$ cat src/rtl/fbs_pkg.sv
package fbs_pkg;
  localparam logic [7:0] CMD_ERASE_ARM = 8'h20;
  localparam logic [7:0] CMD_ERASE_GO  = 8'hD0;
  localparam logic [7:0] CMD_PROG_ARM  = 8'h40;
  localparam logic [7:0] CMD_STAT_RD   = 8'h70;
  localparam logic [7:0] CMD_STAT_CLR  = 8'h50;
  localparam logic [7:0] CMD_ARRAY     = 8'hFF;
  localparam logic [7:0] ERASED_VAL    = 8'hFF;
  localparam logic [7:0] STAT_ERR_MASK = 8'h38;
  localparam int         STAT_READY_BIT = 7;

  typedef enum logic [1:0] {
    RES_OK       = 2'b00,
    RES_TIMEOUT  = 2'b01,
    RES_MISMATCH = 2'b10,
    RES_DEVERR   = 2'b11
  } fbs_result_e;

  typedef enum logic [3:0] {
    S_IDLE, S_ESETUP, S_ECONF, S_PSETUP, S_PGAP, S_PDATA,
    S_QCMD, S_QRD, S_QEVAL, S_CLR, S_RST, S_VRD, S_VCAP, S_VCMP, S_FIN
  } fbs_state_e;

  function automatic fbs_result_e fbs_pick(input logic tmo, input logic serr, input logic mism);
    if (tmo)       return RES_TIMEOUT;
    else if (serr) return RES_DEVERR;
    else if (mism) return RES_MISMATCH;
    else           return RES_OK;
  endfunction
endpackage

$ cat src/rtl/fbs_gap_timer.sv
module fbs_gap_timer #(
  parameter int GAP = 125,
  localparam int GW = $clog2(GAP + 1)
) (
  input  logic clk,
  input  logic rst_n,
  input  logic run,
  output logic expired
);
  logic [GW-1:0] cnt_q;

  assign expired = run && (cnt_q == GW'(GAP - 1));

  always_ff @(posedge clk or negedge rst_n) begin
    if (!rst_n)        cnt_q <= '0;
    else if (!run)     cnt_q <= '0;
    else if (!expired) cnt_q <= cnt_q + GW'(1);
  end
endmodule

$ cat src/rtl/fbs_poll_counter.sv
module fbs_poll_counter #(
  parameter int LIMIT = 1000000,
  localparam int CW = $clog2(LIMIT)
) (
  input  logic          clk,
  input  logic          rst_n,
  input  logic          clr,
  input  logic          bump,
  output logic          last_try,
  output logic [CW-1:0] count
);
  logic [CW-1:0] cnt_q;

  assign count    = cnt_q;
  assign last_try = (cnt_q == CW'(LIMIT - 1));

  always_ff @(posedge clk or negedge rst_n) begin
    if (!rst_n)    cnt_q <= '0;
    else if (clr)  cnt_q <= '0;
    else if (bump) cnt_q <= cnt_q + CW'(1);
  end
endmodule

$ cat src/rtl/fbs_offset_walker.sv
module fbs_offset_walker #(
  parameter int BYTES = 8192,
  localparam int OW = $clog2(BYTES)
) (
  input  logic          clk,
  input  logic          rst_n,
  input  logic          clr,
  input  logic          step,
  output logic [OW-1:0] ofs,
  output logic          at_last
);
  logic [OW-1:0] ofs_q;

  assign ofs     = ofs_q;
  assign at_last = (ofs_q == OW'(BYTES - 1));

  always_ff @(posedge clk or negedge rst_n) begin
    if (!rst_n)    ofs_q <= '0;
    else if (clr)  ofs_q <= '0;
    else if (step) ofs_q <= ofs_q + OW'(1);
  end
endmodule

$ cat src/rtl/fbs_outcome.sv
module fbs_outcome
  import fbs_pkg::*;
(
  input  logic       clk,
  input  logic       rst_n,
  input  logic       clr,
  input  logic       set_tmo,
  input  logic       set_serr,
  input  logic       chk_en,
  input  logic [7:0] got,
  input  logic [7:0] want,
  output logic       timed_out,
  output logic [1:0] result
);
  logic tmo_q, serr_q, mism_q;

  assign timed_out = tmo_q;
  assign result    = fbs_pick(tmo_q, serr_q, mism_q);

  always_ff @(posedge clk or negedge rst_n) begin
    if (!rst_n) begin
      tmo_q  <= 1'b0;
      serr_q <= 1'b0;
      mism_q <= 1'b0;
    end else if (clr) begin
      tmo_q  <= 1'b0;
      serr_q <= 1'b0;
      mism_q <= 1'b0;
    end else begin
      if (set_tmo)                 tmo_q  <= 1'b1;
      if (set_serr)                serr_q <= 1'b1;
      if (chk_en && (got != want)) mism_q <= 1'b1;
    end
  end
endmodule

$ cat src/rtl/flash_bank_sequencer.sv
module flash_bank_sequencer
  import fbs_pkg::*;
#(
  parameter int NUM_BANKS  = 2,
  parameter int BANK_BYTES = 8192,
  parameter int POLL_LIMIT = 1000000,
  parameter int SETUP_GAP  = 125,
  localparam int BSEL_W = (NUM_BANKS > 1) ? $clog2(NUM_BANKS) : 1,
  localparam int ADDR_W = $clog2(NUM_BANKS * BANK_BYTES),
  localparam int OFS_W  = $clog2(BANK_BYTES),
  localparam int PCNT_W = $clog2(POLL_LIMIT)
) (
  input  logic              clk,
  input  logic              rst_n,
  input  logic              start,
  input  logic              op_program,
  input  logic [BSEL_W-1:0] bank_sel,
  output logic              busy,
  output logic              done,
  output logic [1:0]        result,
  input  logic              src_valid,
  input  logic [7:0]        src_data,
  output logic              src_ready,
  output logic [ADDR_W-1:0] fl_addr,
  output logic [7:0]        fl_wdata,
  output logic              fl_we,
  output logic              fl_re,
  input  logic [7:0]        fl_rdata
);
  fbs_state_e        state, nxt;
  logic              op_q;
  logic [BSEL_W-1:0] bank_q;
  logic [7:0]        rd_q;

  logic [OFS_W-1:0]  ofs;
  logic              at_last, ofs_clr, ofs_step;
  logic              poll_clr, poll_bump, poll_last;
  logic [PCNT_W-1:0] poll_cnt;
  logic              gap_done;
  logic              flags_clr, set_tmo, set_serr, chk_en, timed_out;
  logic [7:0]        want;
  logic [ADDR_W-1:0] base_addr, byte_addr;

  assign base_addr = ADDR_W'(bank_q) * ADDR_W'(BANK_BYTES);
  assign byte_addr = base_addr + ADDR_W'(ofs);
  assign busy      = (state != S_IDLE);
  assign done      = (state == S_FIN);
  assign poll_clr  = !(state inside {S_QCMD, S_QRD, S_QEVAL});
  assign want      = op_q ? src_data : ERASED_VAL;

  fbs_offset_walker #(.BYTES(BANK_BYTES)) u_ofs (
    .clk(clk), .rst_n(rst_n), .clr(ofs_clr), .step(ofs_step),
    .ofs(ofs), .at_last(at_last)
  );

  fbs_poll_counter #(.LIMIT(POLL_LIMIT)) u_poll (
    .clk(clk), .rst_n(rst_n), .clr(poll_clr), .bump(poll_bump),
    .last_try(poll_last), .count(poll_cnt)
  );

  fbs_gap_timer #(.GAP(SETUP_GAP)) u_gap (
    .clk(clk), .rst_n(rst_n), .run(state == S_PGAP), .expired(gap_done)
  );

  fbs_outcome u_out (
    .clk(clk), .rst_n(rst_n), .clr(flags_clr), .set_tmo(set_tmo),
    .set_serr(set_serr), .chk_en(chk_en), .got(rd_q), .want(want),
    .timed_out(timed_out), .result(result)
  );

  always_ff @(posedge clk or negedge rst_n) begin
    if (!rst_n) begin
      state  <= S_IDLE;
      op_q   <= 1'b0;
      bank_q <= '0;
      rd_q   <= '0;
    end else begin
      state <= nxt;
      if (state == S_IDLE && start) begin
        op_q   <= op_program;
        bank_q <= bank_sel;
      end
      if (state == S_VCAP) rd_q <= fl_rdata;
    end
  end

  // sequencing
  always_comb begin
    nxt       = state;
    ofs_clr   = 1'b0;
    ofs_step  = 1'b0;
    poll_bump = 1'b0;
    set_tmo   = 1'b0;
    set_serr  = 1'b0;
    chk_en    = 1'b0;
    flags_clr = 1'b0;
    case (state)
      S_IDLE: begin
        ofs_clr = 1'b1;
        if (start) begin
          flags_clr = 1'b1;
          nxt = op_program ? S_PSETUP : S_ESETUP;
        end
      end
      S_ESETUP: nxt = S_ECONF;
      S_ECONF:  nxt = S_QCMD;
      S_PSETUP: nxt = S_PGAP;
      S_PGAP:   if (gap_done) nxt = S_PDATA;
      S_PDATA:  if (src_valid) nxt = S_QCMD;
      S_QCMD:   nxt = S_QRD;
      S_QRD:    nxt = S_QEVAL;
      S_QEVAL: begin
        if (fl_rdata[STAT_READY_BIT]) begin
          if ((fl_rdata & STAT_ERR_MASK) != 8'h00) set_serr = 1'b1;
          if (!op_q || at_last) nxt = S_CLR;
          else begin
            ofs_step = 1'b1;
            nxt = S_PSETUP;
          end
        end else if (poll_last) begin
          set_tmo = 1'b1;
          nxt = S_CLR;
        end else begin
          poll_bump = 1'b1;
          nxt = S_QCMD;
        end
      end
      S_CLR: nxt = S_RST;
      S_RST: begin
        ofs_clr = 1'b1;
        nxt = timed_out ? S_FIN : S_VRD;
      end
      S_VRD:  nxt = S_VCAP;
      S_VCAP: nxt = S_VCMP;
      S_VCMP: begin
        if (!op_q || src_valid) begin
          chk_en = 1'b1;
          if (at_last) nxt = S_FIN;
          else begin
            ofs_step = 1'b1;
            nxt = S_VRD;
          end
        end
      end
      S_FIN:   nxt = S_IDLE;
      default: nxt = S_IDLE;
    endcase
  end

  // flash bus and stream drive
  always_comb begin
    fl_we     = 1'b0;
    fl_re     = 1'b0;
    fl_wdata  = CMD_ARRAY;
    fl_addr   = base_addr;
    src_ready = 1'b0;
    case (state)
      S_ESETUP: begin fl_we = 1'b1; fl_wdata = CMD_ERASE_ARM; end
      S_ECONF:  begin fl_we = 1'b1; fl_wdata = CMD_ERASE_GO;  end
      S_PSETUP: begin fl_we = 1'b1; fl_wdata = CMD_PROG_ARM; fl_addr = byte_addr; end
      S_PDATA: begin
        src_ready = 1'b1;
        fl_we     = src_valid;
        fl_wdata  = src_data;
        fl_addr   = byte_addr;
      end
      S_QCMD:  begin fl_we = 1'b1; fl_wdata = CMD_STAT_RD;  end
      S_QRD:   fl_re = 1'b1;
      S_CLR:   begin fl_we = 1'b1; fl_wdata = CMD_STAT_CLR; end
      S_RST:   begin fl_we = 1'b1; fl_wdata = CMD_ARRAY;    end
      S_VRD:   begin fl_re = 1'b1; fl_addr = byte_addr; end
      S_VCMP:  src_ready = op_q;
      default: ;
    endcase
  end
endmodule

$ cat config.mk
export PLATFORM = sky130hd
export DESIGN_NAME = flash_bank_sequencer
export DESIGN_NICKNAME = d
export VERILOG_FILES = /design/src/rtl/fbs_pkg.sv /design/src/rtl/fbs_gap_timer.sv /design/src/rtl/fbs_poll_counter.sv /design/src/rtl/fbs_offset_walker.sv /design/src/rtl/fbs_outcome.sv /design/src/rtl/flash_bank_sequencer.sv
export SDC_FILE = /design/constraint.sdc
export NUM_CORES = 1
export LEC_CHECK = 0
export BUFFER_PORTS_ARGS = -buffer_cell sky130_fd_sc_hd__buf_4
export CAP_MARGIN = 20
export CORE_ASPECT_RATIO = 0.8
export CORE_MARGIN = 5
export CORE_UTILIZATION = 30
export DETAILED_ROUTE_END_ITERATION = 8
export RECOVER_POWER = 100
export SLEW_MARGIN = 10
export SYNTH_ARGS = -nofsm -noshare
export SYNTH_HDL_FRONTEND = slang
export SYNTH_SLANG_ARGS = --single-unit
$ cat constraint.sdc
create_clock -name clk -period 2.6 [get_ports clk]
set_input_delay 0.52 -clock clk [delete_from_list [all_inputs] [get_ports clk]]
set_output_delay 0.52 -clock clk [all_outputs]
set_load 0.02 [all_outputs]
# Word-level counts from Yosys, hierarchy flattened
# Cells that the tools add are included.
# W data, S select, Z words.
[totals]
register_bits = 57
in_bits = 22
elab_cells = 108
[classes]
addsub = 4
eq_ne = 24
mux = 51
n_reduce_logical = 19
[op_table]
columns = ["cell", "count"]
rows = [
  ["$pmux W4 S14", 1],
  ["$pmux W8 S6", 1],
  ["$mux W20", 2],
  ["$eq A4 B4 Y1 const B", 7],
  ["$mux W4", 7],
  ["$mux W13", 2],
  ["$mux W1", 25],
  ["$add A20 B1 Y20 const B", 1],
  ["$eq A20 B20 Y1 const B", 1],
  ["$eq A4 B3 Y1 const B", 4],
  ["$add A14 B13 Y14", 1],
  ["$mux W14", 1],
  ["$mux W7", 2],
  ["$add A13 B1 Y13 const B", 1],
  ["$eq A13 B13 Y1 const B", 1],
  ["$ne A2 B2 Y1 const B", 6],
  ["$eq A4 B2 Y1 const B", 2],
  ["$mux W2", 4],
  ["$mux W8", 1],
  ["$ne A8 B8 Y1", 1],
  ["$reduce_bool A2 Y1", 4],
  ["$reduce_bool A8 Y1", 1],
  ["$add A7 B1 Y7 const B", 1],
  ["$eq A7 B7 Y1 const B", 1],
  ["13 further kinds", 20],
]

# Depth between registers and ports, before layout
[depth]
depth_word = 7
mapped_depth = 7

# Cells and area by module
# A second synthesis with hierarchy kept.
[unflattened]
cells_unflattened = 393
area_unflattened_um2 = 3623.5
[modules_own_cells]
columns = ["mod", "instances", "cells_per_inst", "area_each_um2", "seq_area_each_um2"]
rows = [
  ["flash_bank_sequencer", 1, 148, 1277.5, 350.3],
  ["fbs_poll_counter", 1, 108, 1043.5, 500.5],
  ["fbs_offset_walker", 1, 65, 650.6, 325.3],
  ["fbs_gap_timer", 1, 48, 445.4, 175.2],
  ["fbs_outcome", 1, 24, 206.4, 75.1],
]

# Worst setup path before layout
# OpenSTA, ideal clock, no wires.
[synth_timing]
path_kind = "reg2out"
from = "reg state[3]"
to = "out fl_addr[10]"
arrival_ns = 1.596
t_required_ns = 2.080
path_slack_ns = 0.484
path_stages_with_launch = 7
n_path_buf = 2
path_cell_list = "dfrtp_1 clkbuf_1 inv_1 nand2_1 mux2i_1 clkbuf_1 and3_1"
[synth_via]
elab_chain_cells = 3
[synth_lines]
columns = ["item", "line_no", "text"]
rows = [
  ["start, declared", "flash_bank_sequencer.sv:30", "fbs_state_e state, nxt;"],
  ["start signal, assigned", "flash_bank_sequencer.sv:78", "state <= nxt;"],
  ["$eq A4 B4 Y1 (tied with other cells)", "flash_bank_sequencer.sv:157", "case (state)"],
  ["$reduce_or A3 Y1 (no line) (*)", "-", ""],
  ["$mux W14 (*)", "flash_bank_sequencer.sv:157", ""],
  ["end, declared", "flash_bank_sequencer.sv:24", "output logic [ADDR_W-1:0] fl_addr,"],
]
# Every way passes the cells marked *; elsewhere a longest branch is shown, timed or not.

# Worst setup path after layout
[layout_timing]
from = "reg state[3]"
to = "out fl_we"
[layout_via]
elab_chain_cells = 3
[layout_lines]
columns = ["item", "line_no", "text"]
rows = [
  ["$eq A4 B3 Y1 (tied with other cells)", "flash_bank_sequencer.sv:157", ""],
  ["$reduce_or A6 Y1 (no line)", "-", ""],
  ["$pmux W1 S2 (*)", "flash_bank_sequencer.sv:157", ""],
  ["end, declared", "flash_bank_sequencer.sv:26", "output logic fl_we,"],
]
# Marked as above.

==> metrics.md <==
| Metric | Value |
|---|---|
| Longest Clk Path Bufs | 2 |
| GRT Total Usage | 13.2% |
| CTS Root Cell | clkbuf_16 |
| DRC | 0 |
| Vias per std cell | 5.30 |
| Worst-Margin Slew | around 1.4 ns |
| Initial Utilization | between 30% and 40% |
| Final min period | about 2.5 ns |
| Row Count | 35 |
| Post-synth top flop | dfrtp_1 |
| Antenna violations before repair | 0 |
| DIE AREA | about 14000 um2 |
| Leakage | 1.76 nW |
| Slew Limit Fails | 0 |
| P per Cell Area | roughly 930 nW/um2 |
| Syn Std Cell Area | around 3500 um2 |
| Largest net degree at the start of global routing | between 50 and 60 |
| Reg2Reg Depth | 5 |
| Crit path arrival time | approximately 1.9 ns |
| Iteration-0 DRC count of the detailed router | between 200 and 300 |
| Synth area leader | dfrtp_1 |
| TritonCTS clock tree | done |
| Syn Area/Cell | just under 9 um2 |
| Total power | roughly 0.004 W |
| Dpl ws | just over 0.4 ns |
| Sequential element share of the synthesized area | 40.8% |
| Post-Route WL | 9030 um |
| Maximum vdd ir drop | roughly 0.00045 V |
| Synth Net Count | 427 |
| Critical Path RT | around 2.1 ns |
| RSZ-0062 raised after global routing | false |
| Share of cells above drive strength 1 | 16.7% |
| Status | complete, no violations |
| Setup TNS | 0 ns |
| Total core area | 11500 um2 |
| Yosys warns | 0 |
| CP endpoint kind | output port |
| Clock sink count | 57 |
| Number of global-route vias before repair | about 3000 |
| Area grow syn2layout | 23.0% |
| Skew final | approximately 0.008 ns |
| Final number of setup-violating endpoints | 0 |
| Min-Delay Path Class | in2reg |
| Fin. Hold Viols | 0 |
| Relative slew slack | 3.92% |
| Die width | 131 um |
| CP max FO | 15 |
| Ys async rst share | between 90% and 100% |
| Register area | between 1000 and 1500 um2 |
| Post-synth EDFFs | 0 |
| Post-DP HPWL | 6410 um |
| Post-CTS Hold Buffers | 0 |
| Tcrit/Tclk final | a little over nine tenths |
| Die Y | 107 um |
| WHS | 0.402 ns |
| Post-route ant nets | 0 |
| IO buf count | 50 |
| Hold path cells | 3 |
| CP Class | reg2out |
| Reg clk slew, reported paths | roughly 0.05 ns |
| Post-Synthesis Cells | between 400 and 500 |
| Ant diodes | 0 |
| CTS Buf Count | 9 |
| First-pass GRT wire length | ~15000 um |
| Fmax | ~410 MHz |
| Startpoint class of the critical path | flip-flop |
| Io pins | slightly above 50 |
| Flops & latches, synth | 57 |
| Post-CTS Setup Bufs | 0 |
| GR Overflow Total | 0 |
| Routed length per instance | between 10 and 15 um |
| Nets | about 480 |
| DRT Pass-1 Iters | 5 |
| Area of the multi-input gates | about 2000 um2 |
| Fill count | roughly 1200 |
| Max-cap violations | 0 |
| Top post-synthesis cells by area | dfrtp_1 (41%), nor2_1 (4.6%), nand2_1 (4.5%) |
| Yosys cell types | 54 |
| CTS H-tree lvls | 3 |
| PnR worst setup slack | 0.146 ns |
| Post-synth top area share | slightly above 40% |
| Worst-skew pair later-pin latency | roughly 0.32 ns |
| Via count | between 3000 and 4000 |
| GP Congestion | about 0.82 |
## Yosys cell counts, types with 5 or more instances
master    instances
nand4_1           8
xnor2_1          17
nor3_1            8
nor3b_1          10
nand3_1          14
clkbuf_1         12
o211ai_1          5
nand2_1          42
inv_1            12
nor2_1           43
or3_1            11
and3_1           18
xor2_1            7
nor4_1            6
o21ai_0          28
a21oi_1          28
o31ai_1           6
mux2_2            9
dfrtp_1          57
## logic make-up (layout without fill, tap and decap cells)
logic type	after synthesis	after routing	synth area share (%)
AND/OR/NAND/NOR	186	186	28.8
flip-flops	57	57	40.8
XOR/XNOR	24	24	6.01
AO/OA/AOI/OAI	90	90	15.9
multiplexers	13	13	4.04
adder cells (fa/ha/maj)	4	4	1.43
buffers and inverters	27	87	3.01
## report_power, final
| group | internal [W] | switching, W |
|---|---|---|
| Sequential | 0.00102 | 0.000137 |
| Clock | 0.000886 | 0.000406 |
| Combinational | 0.000544 | 0.00101 |
## per-layer routing
| layer | vias to the layer above | wire [um] | global-route usage (%) |
|---|---|---|---|
| li1 | 1576 | - | - |
| met3 | 9 | 618 | 3.19 |
| met2 | 112 | 3870 | 18.1 |
| met5 | - | 0 | 0 |
| met1 | 1531 | 4400 | 19.9 |
| met4 | 0 | 144 | 4.99 |
## layout make-up
cell class              instances  area share (%)
clock inverters                 5            1.80
flip-flops and latches         57            33.2
repair buffers                 59            8.49
multi-input cells             317            45.3
clock buffers                  11            5.88
inverters                      12            1.05
well taps                     148            4.30
## path summary, 6_finish.rpt
check / from / end / slack [ns]
max reg2reg: state[1]$_DFFE_PN0P_ / u_poll.count[19]$_DFFE_PN0P_ / 0.21
max in group asynchronous: rst_n / u_ofs.ofs[6]$_DFFE_PN0P_ / 1.19
min reg2reg: bank_q$_DFFE_PN0P_ / bank_q$_DFFE_PN0P_ / 0.49
max: state[3]$_DFFE_PN0P_ / fl_we / 0.15
min in group asynchronous: rst_n / u_gap.cnt_q[0]$_DFFE_PN0P_ / 0.54
min: bank_sel / bank_q$_DFFE_PN0P_ / 0.40
## per-stage QoR
step	cell area [um2]	instances	utilization [%]
6_report	4300	609	37.5
5_1_grt	4300	609	37.5
4_1_cts	4390	608	38.2
3_5_place_dp	4060	592	35.4
3_3_place_gp	4060	592	35.4
2_1_floorplan	3500	401	-
## layout by cell type (no fill, tap or decap), types with 5 or more instances in the layout
| cell type | Yosys | routed |
|---|---|---|
| or3_1 | 11 | 11 |
| buf_4 | 1 | 35 |
| nor3_1 | 8 | 9 |
| nand2_1 | 42 | 41 |
| buf_2 | 0 | 6 |
| nand3_1 | 14 | 15 |
| clkbuf_16 | 0 | 9 |
| nor4_1 | 6 | 6 |
| nor2_1 | 43 | 43 |
| a21oi_1 | 28 | 28 |
| dfrtp_1 | 57 | 57 |
| o31ai_1 | 6 | 6 |
| inv_1 | 12 | 12 |
| o211ai_1 | 5 | 5 |
| xor2_1 | 7 | 7 |
| clkbuf_1 | 12 | 14 |
| xnor2_1 | 17 | 17 |
| mux2_2 | 9 | 9 |
| o21ai_0 | 28 | 28 |
| nor3b_1 | 10 | 10 |
| nand4_1 | 8 | 8 |
| and3_1 | 18 | 18 |
## flip-flops by register name (all words and copies together), names as in the netlist
register / flops
bank_q: 1
u_ofs.ofs: 13
u_out.serr_q: 1
u_out.mism_q: 1
u_out.timed_out: 1
rd_q: 8
op_q: 1
u_poll.count: 20
u_gap.cnt_q: 7
state: 4
## worst max-delay path, cell delays in order (launching register included)
cell and delay [ns]:
dfrtp_1 0.37, buf_4 0.19, nor2_1 0.37, o21ai_0 0.18, a21oi_1 0.24, clkbuf_1 0.26
## repair_timing
action / CTS / global route
hold endpoints to repair: 0 / 0
endpoints found under the setup margin: 0 / 13
resized for setup: 0 / 1
No activity file was read; power rests on OpenSTA's default activity.
